## config.mk

```make
export PLATFORM = sky130hd
export DESIGN_NAME = shift_add_mul
export DESIGN_NICKNAME = d
export VERILOG_FILES = /design/src/rtl/shift_add_mul_pkg.sv /design/src/rtl/sam_mcand_reg.sv /design/src/rtl/sam_cond_adder.sv /design/src/rtl/sam_prod_reg.sv /design/src/rtl/sam_ctrl.sv /design/src/rtl/shift_add_mul.sv
export SDC_FILE = /design/constraint.sdc
export NUM_CORES = 1
export LEC_CHECK = 0
export ABC_AREA = 0
export BUFFER_PORTS_ARGS = -buffer_cell sky130_fd_sc_hd__buf_4
export CORE_MARGIN = 3
export CORE_UTILIZATION = 35
export CTS_CLUSTER_SIZE = 16
export DETAILED_ROUTE_END_ITERATION = 8
export GPL_TIMING_DRIVEN = 1
export PLACE_DENSITY = 0.62
export SETUP_SLACK_MARGIN = 0.2
export SLEW_MARGIN = 15
export SYNTH_ARGS = -nofsm -noshare
export SYNTH_HDL_FRONTEND = slang
export SYNTH_SLANG_ARGS = --single-unit
```

## constraint.sdc

```tcl
create_clock -name clk_i -period 2.48 [get_ports clk_i]
set_input_delay 0.248 -clock clk_i [delete_from_list [all_inputs] [get_ports clk_i]]
set_output_delay 0.248 -clock clk_i [all_outputs]
set_load 0.02 [all_outputs]
```

## src/rtl/shift_add_mul_pkg.sv

```systemverilog
package shift_add_mul_pkg;

  typedef enum logic [1:0] {
    ST_LOAD  = 2'd0,
    ST_ADD   = 2'd1,
    ST_SHIFT = 2'd2,
    ST_END   = 2'd3
  } mul_state_e;

  typedef struct packed {
    logic load;
    logic add;
    logic shift;
  } mul_ctl_t;

endpackage

```

## src/rtl/sam_mcand_reg.sv

```systemverilog
module sam_mcand_reg #(
  parameter int W = 32
) (
  input  logic         clk_i,
  input  logic         rst_ni,
  input  logic         load_i,
  input  logic [W-1:0] d_i,
  output logic [W-1:0] q_o
);

  logic [W-1:0] q_q;

  always_ff @(posedge clk_i or negedge rst_ni) begin
    if (!rst_ni)     q_q <= '0;
    else if (load_i) q_q <= d_i;
  end

  assign q_o = q_q;

  p_mcand_hold_r2: assert property (@(posedge clk_i) disable iff (!rst_ni)
    !load_i |=> $stable(q_q))
    else $error("multiplicand changed outside load");

endmodule

```

## src/rtl/sam_cond_adder.sv

```systemverilog
module sam_cond_adder #(
  parameter int W = 32
) (
  input  logic         en_i,
  input  logic [W-1:0] hi_i,
  input  logic [W-1:0] mcand_i,
  output logic [W:0]   sum_o
);

  always_comb begin
    if (en_i) sum_o = {1'b0, hi_i} + {1'b0, mcand_i};
    else      sum_o = {1'b0, hi_i};
  end

  always_comb begin
    if (!en_i) a_pass_r3: assert (sum_o[W-1:0] == hi_i && !sum_o[W])
      else $error("adder did not pass high half through");
  end

endmodule

```

## src/rtl/sam_prod_reg.sv

```systemverilog
module sam_prod_reg
  import shift_add_mul_pkg::*;
#(
  parameter int W = 32,
  localparam int PW = 2 * W
) (
  input  logic          clk_i,
  input  logic          rst_ni,
  input  mul_ctl_t      ctl_i,
  input  logic [W-1:0]  mplier_i,
  input  logic [W:0]    sum_i,
  output logic [W-1:0]  hi_o,
  output logic          lsb_o,
  output logic [PW-1:0] prod_o
);

  logic [PW-1:0] prod_q;
  logic          carry_q;

  always_ff @(posedge clk_i or negedge rst_ni) begin
    if (!rst_ni) begin
      prod_q  <= '0;
      carry_q <= 1'b0;
    end else if (ctl_i.load) begin
      prod_q  <= {{W{1'b0}}, mplier_i};
      carry_q <= 1'b0;
    end else if (ctl_i.add) begin
      prod_q[PW-1:W] <= sum_i[W-1:0];
      carry_q        <= sum_i[W];
    end else if (ctl_i.shift) begin
      prod_q  <= {carry_q, prod_q[PW-1:1]};
      carry_q <= 1'b0;
    end
  end

  assign hi_o   = prod_q[PW-1:W];
  assign lsb_o  = prod_q[0];
  assign prod_o = prod_q;

  p_load_r1: assert property (@(posedge clk_i) disable iff (!rst_ni)
    ctl_i.load |=> (prod_q == {{W{1'b0}}, $past(mplier_i)}))
    else $error("load did not seed product");

  p_add_pass_r3: assert property (@(posedge clk_i) disable iff (!rst_ni)
    (ctl_i.add && !prod_q[0]) |=> $stable(prod_q))
    else $error("add with clear lsb altered product");

  p_add_low_r3: assert property (@(posedge clk_i) disable iff (!rst_ni)
    ctl_i.add |=> $stable(prod_q[W-1:0]))
    else $error("add touched low half");

  p_shift_r4: assert property (@(posedge clk_i) disable iff (!rst_ni)
    ctl_i.shift |=> (prod_q[PW-2:0] == $past(prod_q[PW-1:1])))
    else $error("shift mismatch");

  p_idle_hold_r6: assert property (@(posedge clk_i) disable iff (!rst_ni)
    !(ctl_i.load || ctl_i.add || ctl_i.shift) |=> $stable(prod_q))
    else $error("product moved while idle");

endmodule

```

## src/rtl/sam_ctrl.sv

```systemverilog
module sam_ctrl
  import shift_add_mul_pkg::*;
#(
  parameter int W = 32,
  localparam int LAST = 2 * W + 1,
  localparam int CW = $clog2(LAST + 1)
) (
  input  logic     clk_i,
  input  logic     rst_ni,
  output mul_ctl_t ctl_o,
  output logic     done_o
);

  mul_state_e state_q, state_d;
  logic [CW-1:0] cnt_q;

  // next-state logic
  always_comb begin
    state_d = state_q;
    unique case (state_q)
      ST_LOAD:  state_d = ST_ADD;
      ST_ADD:   state_d = ST_SHIFT;
      ST_SHIFT: state_d = (cnt_q == CW'(LAST - 1)) ? ST_END : ST_ADD;
      ST_END:   state_d = ST_END;
      default:  state_d = ST_END;
    endcase
  end

  // output decode
  always_comb begin
    ctl_o       = '0;
    ctl_o.load  = (state_q == ST_LOAD);
    ctl_o.add   = (state_q == ST_ADD);
    ctl_o.shift = (state_q == ST_SHIFT);
  end

  assign done_o = (state_q == ST_END);

  // state register and step counter
  always_ff @(posedge clk_i or negedge rst_ni) begin
    if (!rst_ni) begin
      state_q <= ST_LOAD;
      cnt_q   <= '0;
    end else begin
      state_q <= state_d;
      if (state_q != ST_END) cnt_q <= cnt_q + 1'b1;
    end
  end

  p_strobe_onehot_r5: assert property (@(posedge clk_i) disable iff (!rst_ni)
    $onehot0({ctl_o.load, ctl_o.add, ctl_o.shift}))
    else $error("strobes overlap");

  p_add_then_shift_r5: assert property (@(posedge clk_i) disable iff (!rst_ni)
    (state_q == ST_ADD) |=> (state_q == ST_SHIFT))
    else $error("add not followed by shift");

  p_done_at_limit_r5: assert property (@(posedge clk_i) disable iff (!rst_ni)
    $rose(done_o) |-> (cnt_q == CW'(LAST)))
    else $error("done rose at wrong count");

  p_done_sticky_r6: assert property (@(posedge clk_i) disable iff (!rst_ni)
    done_o |=> done_o)
    else $error("left terminal state");

endmodule

```

## src/rtl/shift_add_mul.sv

```systemverilog
module shift_add_mul
  import shift_add_mul_pkg::*;
#(
  parameter int W = 32
) (
  input  logic           clk_i,
  input  logic           rst_ni,
  input  logic [W-1:0]   mcand_i,
  input  logic [W-1:0]   mplier_i,
  output logic [2*W-1:0] product_o,
  output logic           done_o
);

  mul_ctl_t     ctl;
  logic [W-1:0] mcand_q;
  logic [W-1:0] hi;
  logic         lsb;
  logic [W:0]   sum;

  sam_ctrl #(.W(W)) u_ctrl (
    .clk_i  (clk_i),
    .rst_ni (rst_ni),
    .ctl_o  (ctl),
    .done_o (done_o)
  );

  sam_mcand_reg #(.W(W)) u_mcand (
    .clk_i  (clk_i),
    .rst_ni (rst_ni),
    .load_i (ctl.load),
    .d_i    (mcand_i),
    .q_o    (mcand_q)
  );

  sam_cond_adder #(.W(W)) u_add (
    .en_i    (lsb),
    .hi_i    (hi),
    .mcand_i (mcand_q),
    .sum_o   (sum)
  );

  sam_prod_reg #(.W(W)) u_prod (
    .clk_i    (clk_i),
    .rst_ni   (rst_ni),
    .ctl_i    (ctl),
    .mplier_i (mplier_i),
    .sum_i    (sum),
    .hi_o     (hi),
    .lsb_o    (lsb),
    .prod_o   (product_o)
  );

  p_done_product_r7: assert property (@(posedge clk_i) disable iff (!rst_ni)
    done_o |=> $stable(product_o))
    else $error("product moved after done");

endmodule

```

=== Word level (Yosys, flattened, before mapping) ===
Cells that the tools add are included.

* Logic and storage cells: 30
* Flip-flop bits (word level): 106
* Input bits: 66
* Output and inout port bits: 65

* Multiplexer cells: 10
* $add $sub $neg: 2
* Equal/unequal tests: 7
* Reduce and logical (&&, ||, !) cells: 5

{| class="wikitable"
|+ Operator list
! cell !! count
|-
| 64-bit 2-to-1 mux || 2
|-
| 32-bit 2-to-1 mux || 2
|-
| 32-bit by 32-bit adder with 33-bit output || 1
|-
| 33-bit 2-to-1 mux || 1
|-
| 2-bit one-hot mux with 4 select lines || 1
|-
| 7-bit by 1-bit adder with 7-bit output, second input constant || 1
|-
| 7-bit equality test, second input constant || 1
|-
| 2-bit equality test, second input constant || 2
|-
| 2-bit AND reduction || 2
|-
| 1-bit 2-to-1 mux || 3
|-
| 3-bit by 1-bit != test with 1-bit output, second input constant || 1
|-
| 3-bit nonzero test || 1
|-
| 2-bit by 1-bit equality test with 1-bit output, second input constant || 1
|-
| 2-bit zero test || 1
|-
| 2-bit 2-to-1 mux || 1
|-
| 2-bit by 1-bit != test with 1-bit output, second input constant || 1
|-
| 2-bit != test, second input constant || 1
|-
| 2-bit nonzero test || 1
|}

=== Logic depth before layout (Yosys ltp) ===
* Depth after elaboration: 4
* Mapped depth: 12
* Mapped depth without buffers: 12

=== Hierarchy ===
A second synthesis with hierarchy kept.

* Cells, all modules: 771
* Area total of the unflattened synthesis: 7822.5 um2

{| class="wikitable"
|+ Modules (own cells, without submodules)
! module !! cells an instance !! area an instance (um2) !! seq. area each (um2) !! times used
|-
| sam_prod_reg || 329 || 3737.3 || 1626.6 || 1
|-
| sam_cond_adder || 336 || 2327.2 || 0.0 || 1
|-
| sam_mcand_reg || 68 || 1345.0 || 800.8 || 1
|-
| sam_ctrl || 38 || 412.9 || 225.2 || 1
|}

=== Worst setup path before layout ===
Ideal clock, no wire load.

* Path kind: reg-to-reg
* Start: reg u_prod.prod_q[32] (netlist: u_prod.prod_o[32])
* End: reg u_prod.prod_q[56] (netlist: u_prod.prod_o[56])
* Library setup time: 126 ps
* Setup slack: -158 ps
* Data required time: 2354 ps
* Cell stages (with the launch flop): 13
* Buffers on the path: 0
* Arrival: 2511 ps
* Clock period less this slack: 2638 ps
* Path through: dfrtp_1 > ha_1 > inv_1 > fa_1 > and2b_1 > o21ai_2 > o21ai_2 > a211o_2 > a21oi_4 > o21bai_2 > a221oi_2 > xor2_1 > o21ai_1

* Longest elaborated chain between the ends: 4

{| class="wikitable"
|+ Ends and longest elaborated chain
! item !! RTL line !! RTL
|-
| start, declared || sam_prod_reg.sv:17 || <nowiki>logic [PW-1:0] prod_q;</nowiki>
|-
| start signal, assigned || sam_prod_reg.sv:25 || <nowiki>prod_q <= {{W{1'b0}}, mplier_i};</nowiki>
|-
| start signal, assigned by index || sam_prod_reg.sv:28 || <nowiki>prod_q[PW-1:W] <= sum_i[W-1:0];</nowiki>
|-
| start signal, assigned || sam_prod_reg.sv:31 || <nowiki>prod_q <= {carry_q, prod_q[PW-1:1]};</nowiki>
|-
| 32-bit by 32-bit adder with 33-bit output || sam_cond_adder.sv:11 || <nowiki>if (en_i) sum_o = {1'b0, hi_i} + {1'b0, mcand_i};</nowiki>
|-
| 33-bit 2-to-1 mux || sam_cond_adder.sv:11 ||
|-
| 32-bit 2-to-1 mux || sam_prod_reg.sv:27 || <nowiki>end else if (ctl_i.add) begin</nowiki>
|-
| 64-bit 2-to-1 mux || sam_prod_reg.sv:24 || <nowiki>end else if (ctl_i.load) begin</nowiki>
|}

No other way between the ends. The select of a mux whose other input is x is not followed.
A chain may end at the register's enable or synchronous reset.

=== Worst setup path after layout ===
* Start: reg u_prod.prod_q[40] (netlist: u_prod.prod_o[40])
* End: reg u_prod.prod_q[61] (netlist: u_prod.prod_o[61])

Same word-level chain as after synthesis.

==> metrics.md <==
| Metric | Value |
|---|---|
| Post-synth top cells | dfrtp_1 (106), nand2_1 (100), o21ai_0 (57), a21oi_1 (52), ha_1 (34) |
| Cell taking the most area after synthesis | dfrtp_1 |
| F_max | 393 MHz |
| Post-layout util | 49.7% |
| Final net count | 894 |
| Root Driver | clkbuf_16 |
| P_int | 5.67 mW |
| Clock Power Share | 15.3% |
| Die X | 139 µm |
| CP delay by family, top | compound AO/OA/AOI/OAI gates |
| Violated checks | negative setup slack |
| Max Cap Viol | 0 |
| # clock sinks | 106 |
| Cell variety after synth | 59 |
| Layout area overhead | 36.4% |
| Total grt overflow | 0 |
| Final hold vios | 0 |
| CP endpoint kind | flop |
| Final Non-Filler Cells | 1018 |
| Clock transition at path regs | 0.08 ns |
| Worst R2R Start | u_prod.prod_o[40]$_DFFE_PN0P_ |
| Slew Viols, Final | 0 |
| Power Density | 1170 nW/µm² |
| Cells after Synth | 632 |
| Leak | 3.83 nW |
| Worst Hold End | u_mcand.q_o[16]$_DFFE_PN0P_ |
| Post-synth EDFFs | 0 |
| Period utilization | 103% |
| CP Data Required Time | 2.76 ns |
| ANT nets after route | 0 |
| PortBufs | 130 |
| Most common cell in the netlist | dfrtp_1 |
| # setup viols final | 6 |
| Final worst slack | -0.0623 ns |
| Drt initial violations | 206 |
| Crit path largest cell delay | 0.43 ns |
| Flop pwr share | 27.2% |
| Sequential cell area fraction in the yosys report | 43.1% |
| Syn Nets | 733 |
| CTS max path bufs | 2 |
| Sequential standard cell area | 2670 µm² |
| CP Cell Sequence | ha_4 > and4_4 > and3_4 > o31ai_4 > buf_6 > a21oi_4 > a21oi_4 > buf_4 > o41ai_4 > xor2_1 > nand2_1 > a31oi_1 |
| R2R depth | 12 |
| Height of the die | 139 µm |
| Final clock skew | 0.00983 ns |
| DRC violations left | 0 |
| Buf/Inv on CP | 2 |
| Post-DP HPWL | 11500 µm |
| Critical path type | flop to flop |
| Synth async-reset ratio | 100% |
| Avg Synthesized Cell Area | 9.73 µm² |
| Slew headroom | 49.0% |
| TritonCTS clock tree | done |
| Minimum clock period after layout | 2.54 ns |
| Die ar. | 19200 µm² |
| Crit Path Max Fanout | 4 |
| Top cell by count, worst path | a21oi_4 |
| Min-Delay Startpoint | mcand_i[16] |
| DR vias | 5312 |
| Core ar. | 16900 µm² |
| Row count | 47 |
| Initial antenna violation count | 0 |
| Boundary Pins | 131 |
| Gpl congestion | 0.882 |
| Vias in the first global route | 5360 |
| Top_reg_cell synth | dfrtp_1 |
| Hold depth | 2 |
| Synth warn | 0 |
| CP Launch Type | flop |
| R2r endpoint | u_prod.prod_o[61]$_DFFE_PN0P_ |
| GRT Overall Usage | 16.8% |
| Combinational share of power | 57.5% |
| Worst-Skew Late Latency | 0.36 ns |
| HP Class | input pin to flop |
| CTS Buf Count | 9 |
| Sw Pwr | 4.13 mW |
| Synth Cell Area | 6150 µm² |
| Top cells by area, synth | dfrtp_1 (43%), ha_1 (6.9%), nand2_1 (6.1%) |
| Worst slew pin tran | 0.766 ns |
| Status | finished, violations left |
| Cells after DPL | 969 |
| Area of the multi-input gates | 3670 µm² |
| Largest net degree at the start of global routing | 81 |
| Router iterations before antenna repair | 4 |
| Data arrival, critical path | 2.82 ns |
| Global-route wire length before repair | 27000 µm |
| R2R setup slack | -0.06 ns |
| Max VDD drop | 580 µV |
| Switching Fraction | 42.1% |
| RSZ-0062 raised after global routing | true |
| CTS H-tree depth | 3 |
| Post-synth top area share | 43.1% |
| Post-Route WL | 16500 µm |
| Max stage delay cell, worst path | dfrtp_2 |
| Via density per instance | 5.22 |
| Share of layout cells above drive strength 1 | 37.2% |
| Initial core utilization | 36.4% |
| Seq cells post-synth | 106 |
| FILL cells | 1520 |
| Diode count | 0 |
| DR WL/cell | 16.2 µm |
==> what timing repair did <==
action | in CTS | in global routing
endpoints found under the hold margin | 14 | 0
pin swaps | 13 | 35
setup buffers | 21 | 11
gates cloned | 0 | 0
gates resized for setup | 17 | 40
setup endpoints to repair | 22 | 25
hold buffers | 1 | 0
==> power by group through the flow <==
stage	clock [mW]	sequential (mW)	combinational, mW
finish	1.50	2.67	5.63
floorplan	0	3.11	2.65
global route	1.62	2.74	6.13
CTS	1.55	2.66	5.06
global placement	0	2.70	4.58
detailed placement	0	2.71	4.67
==> how the worst max path moves through the flow <==
stage | end | start | cells after the start
CTS | u_prod.prod_o[56]$_DFFE_PN0P_ | u_prod.prod_o[32]$_DFFE_PN0P_ | 12
detailed placement | u_prod.prod_o[63]$_DFFE_PN0P_ | u_prod.prod_o[33]$_DFFE_PN0P_ | 10
global placement | u_prod.prod_o[56]$_DFFE_PN0P_ | u_prod.prod_o[32]$_DFFE_PN0P_ | 12
finish | u_prod.prod_o[61]$_DFFE_PN0P_ | u_prod.prod_o[40]$_DFFE_PN0P_ | 12
global route | u_prod.prod_o[60]$_DFFE_PN0P_ | u_prod.prod_o[32]$_DFFE_PN0P_ | 13
floorplan | u_prod.prod_o[56]$_DFFE_PN0P_ | u_prod.prod_o[32]$_DFFE_PN0P_ | 12
==> cells in the final DEF (no fill, tap or decap), drive strengths merged, types with 2 or more instances in the layout <==
cell type / n
a211o: 2
a211oi: 4
a21o: 14
a21oi: 56
a221oi: 2
a22o: 5
a22oi: 3
a31oi: 9
a32oi: 3
and3: 3
and4: 2
buf: 182
clkbuf: 9
dfrtp: 106
ha: 34
inv: 13
mux2: 31
mux2i: 33
nand2: 100
nand2b: 8
nand3: 9
nand4: 4
nor2: 23
nor2b: 3
nor3: 6
nor3b: 2
o211ai: 4
o21a: 2
o21ai: 68
o21bai: 3
o221ai: 2
o31ai: 2
o41ai: 2
xnor2: 15
xor2: 17
==> state kept, by name (all words and copies together), names as in the netlist <==
| register | flops |
|---|---|
| u_ctrl.state_q | 2 |
| u_prod.carry_q | 1 |
| u_mcand.q_o | 32 |
| u_ctrl.cnt_q | 7 |
| u_prod.prod_o | 64 |
==> layout make-up <==
| class | instances | area share [%] |
|---|---|---|
| clock buffer | 9 | 2.69 |
| clock inverter | 7 | 0.985 |
| sequential | 106 | 31.8 |
| tap | 220 | 3.28 |
| inverter | 9 | 0.403 |
| timing repair buffer | 183 | 17.1 |
| multi-input combinational | 484 | 43.8 |
==> cell families (layout without fill, tap and decap cells) <==
logic type,after synthesis,count (layout),share of synthesized area [%]
compound gates,189,189,19.8
fa+ha+maj,35,35,7.24
mux,64,64,11.0
xor+xnor,32,32,4.56
simple gates,164,164,11.6
flops,106,106,43.1
buf+inv,42,208,2.64
==> through the flow <==
| step | hold WS [ns] | area (µm²) | worst slack, ns | setup TNS, ns | power, mW |
|---|---|---|---|---|---|
| after CTS | 0.103 | 8110 | 0.00398 | 0 | 9.28 |
| after global placement | 0.381 | 7570 | 0.0211 | 0 | 7.28 |
| after floorplan | -0.0476 | 6270 | 0.00550 | 0 | 5.77 |
| final | 0.114 | 8390 | -0.0623 | -0.208 | 9.80 |
| after global routing | 0.0991 | 8390 | -0.194 | -1.62 | 10.5 |
| after detailed placement | 0.383 | 7570 | -0.0697 | -0.119 | 7.38 |
==> per-layer routing <==
metal,vias up,track usage [%],share of wire (%)
met1,2571,21.9,43
met3,25,3.86,5.6
met5,-,0,0
li1,2574,-,-
met4,0,5.62,1.9
met2,142,27.9,50
(Power assumes the default switching activity.)
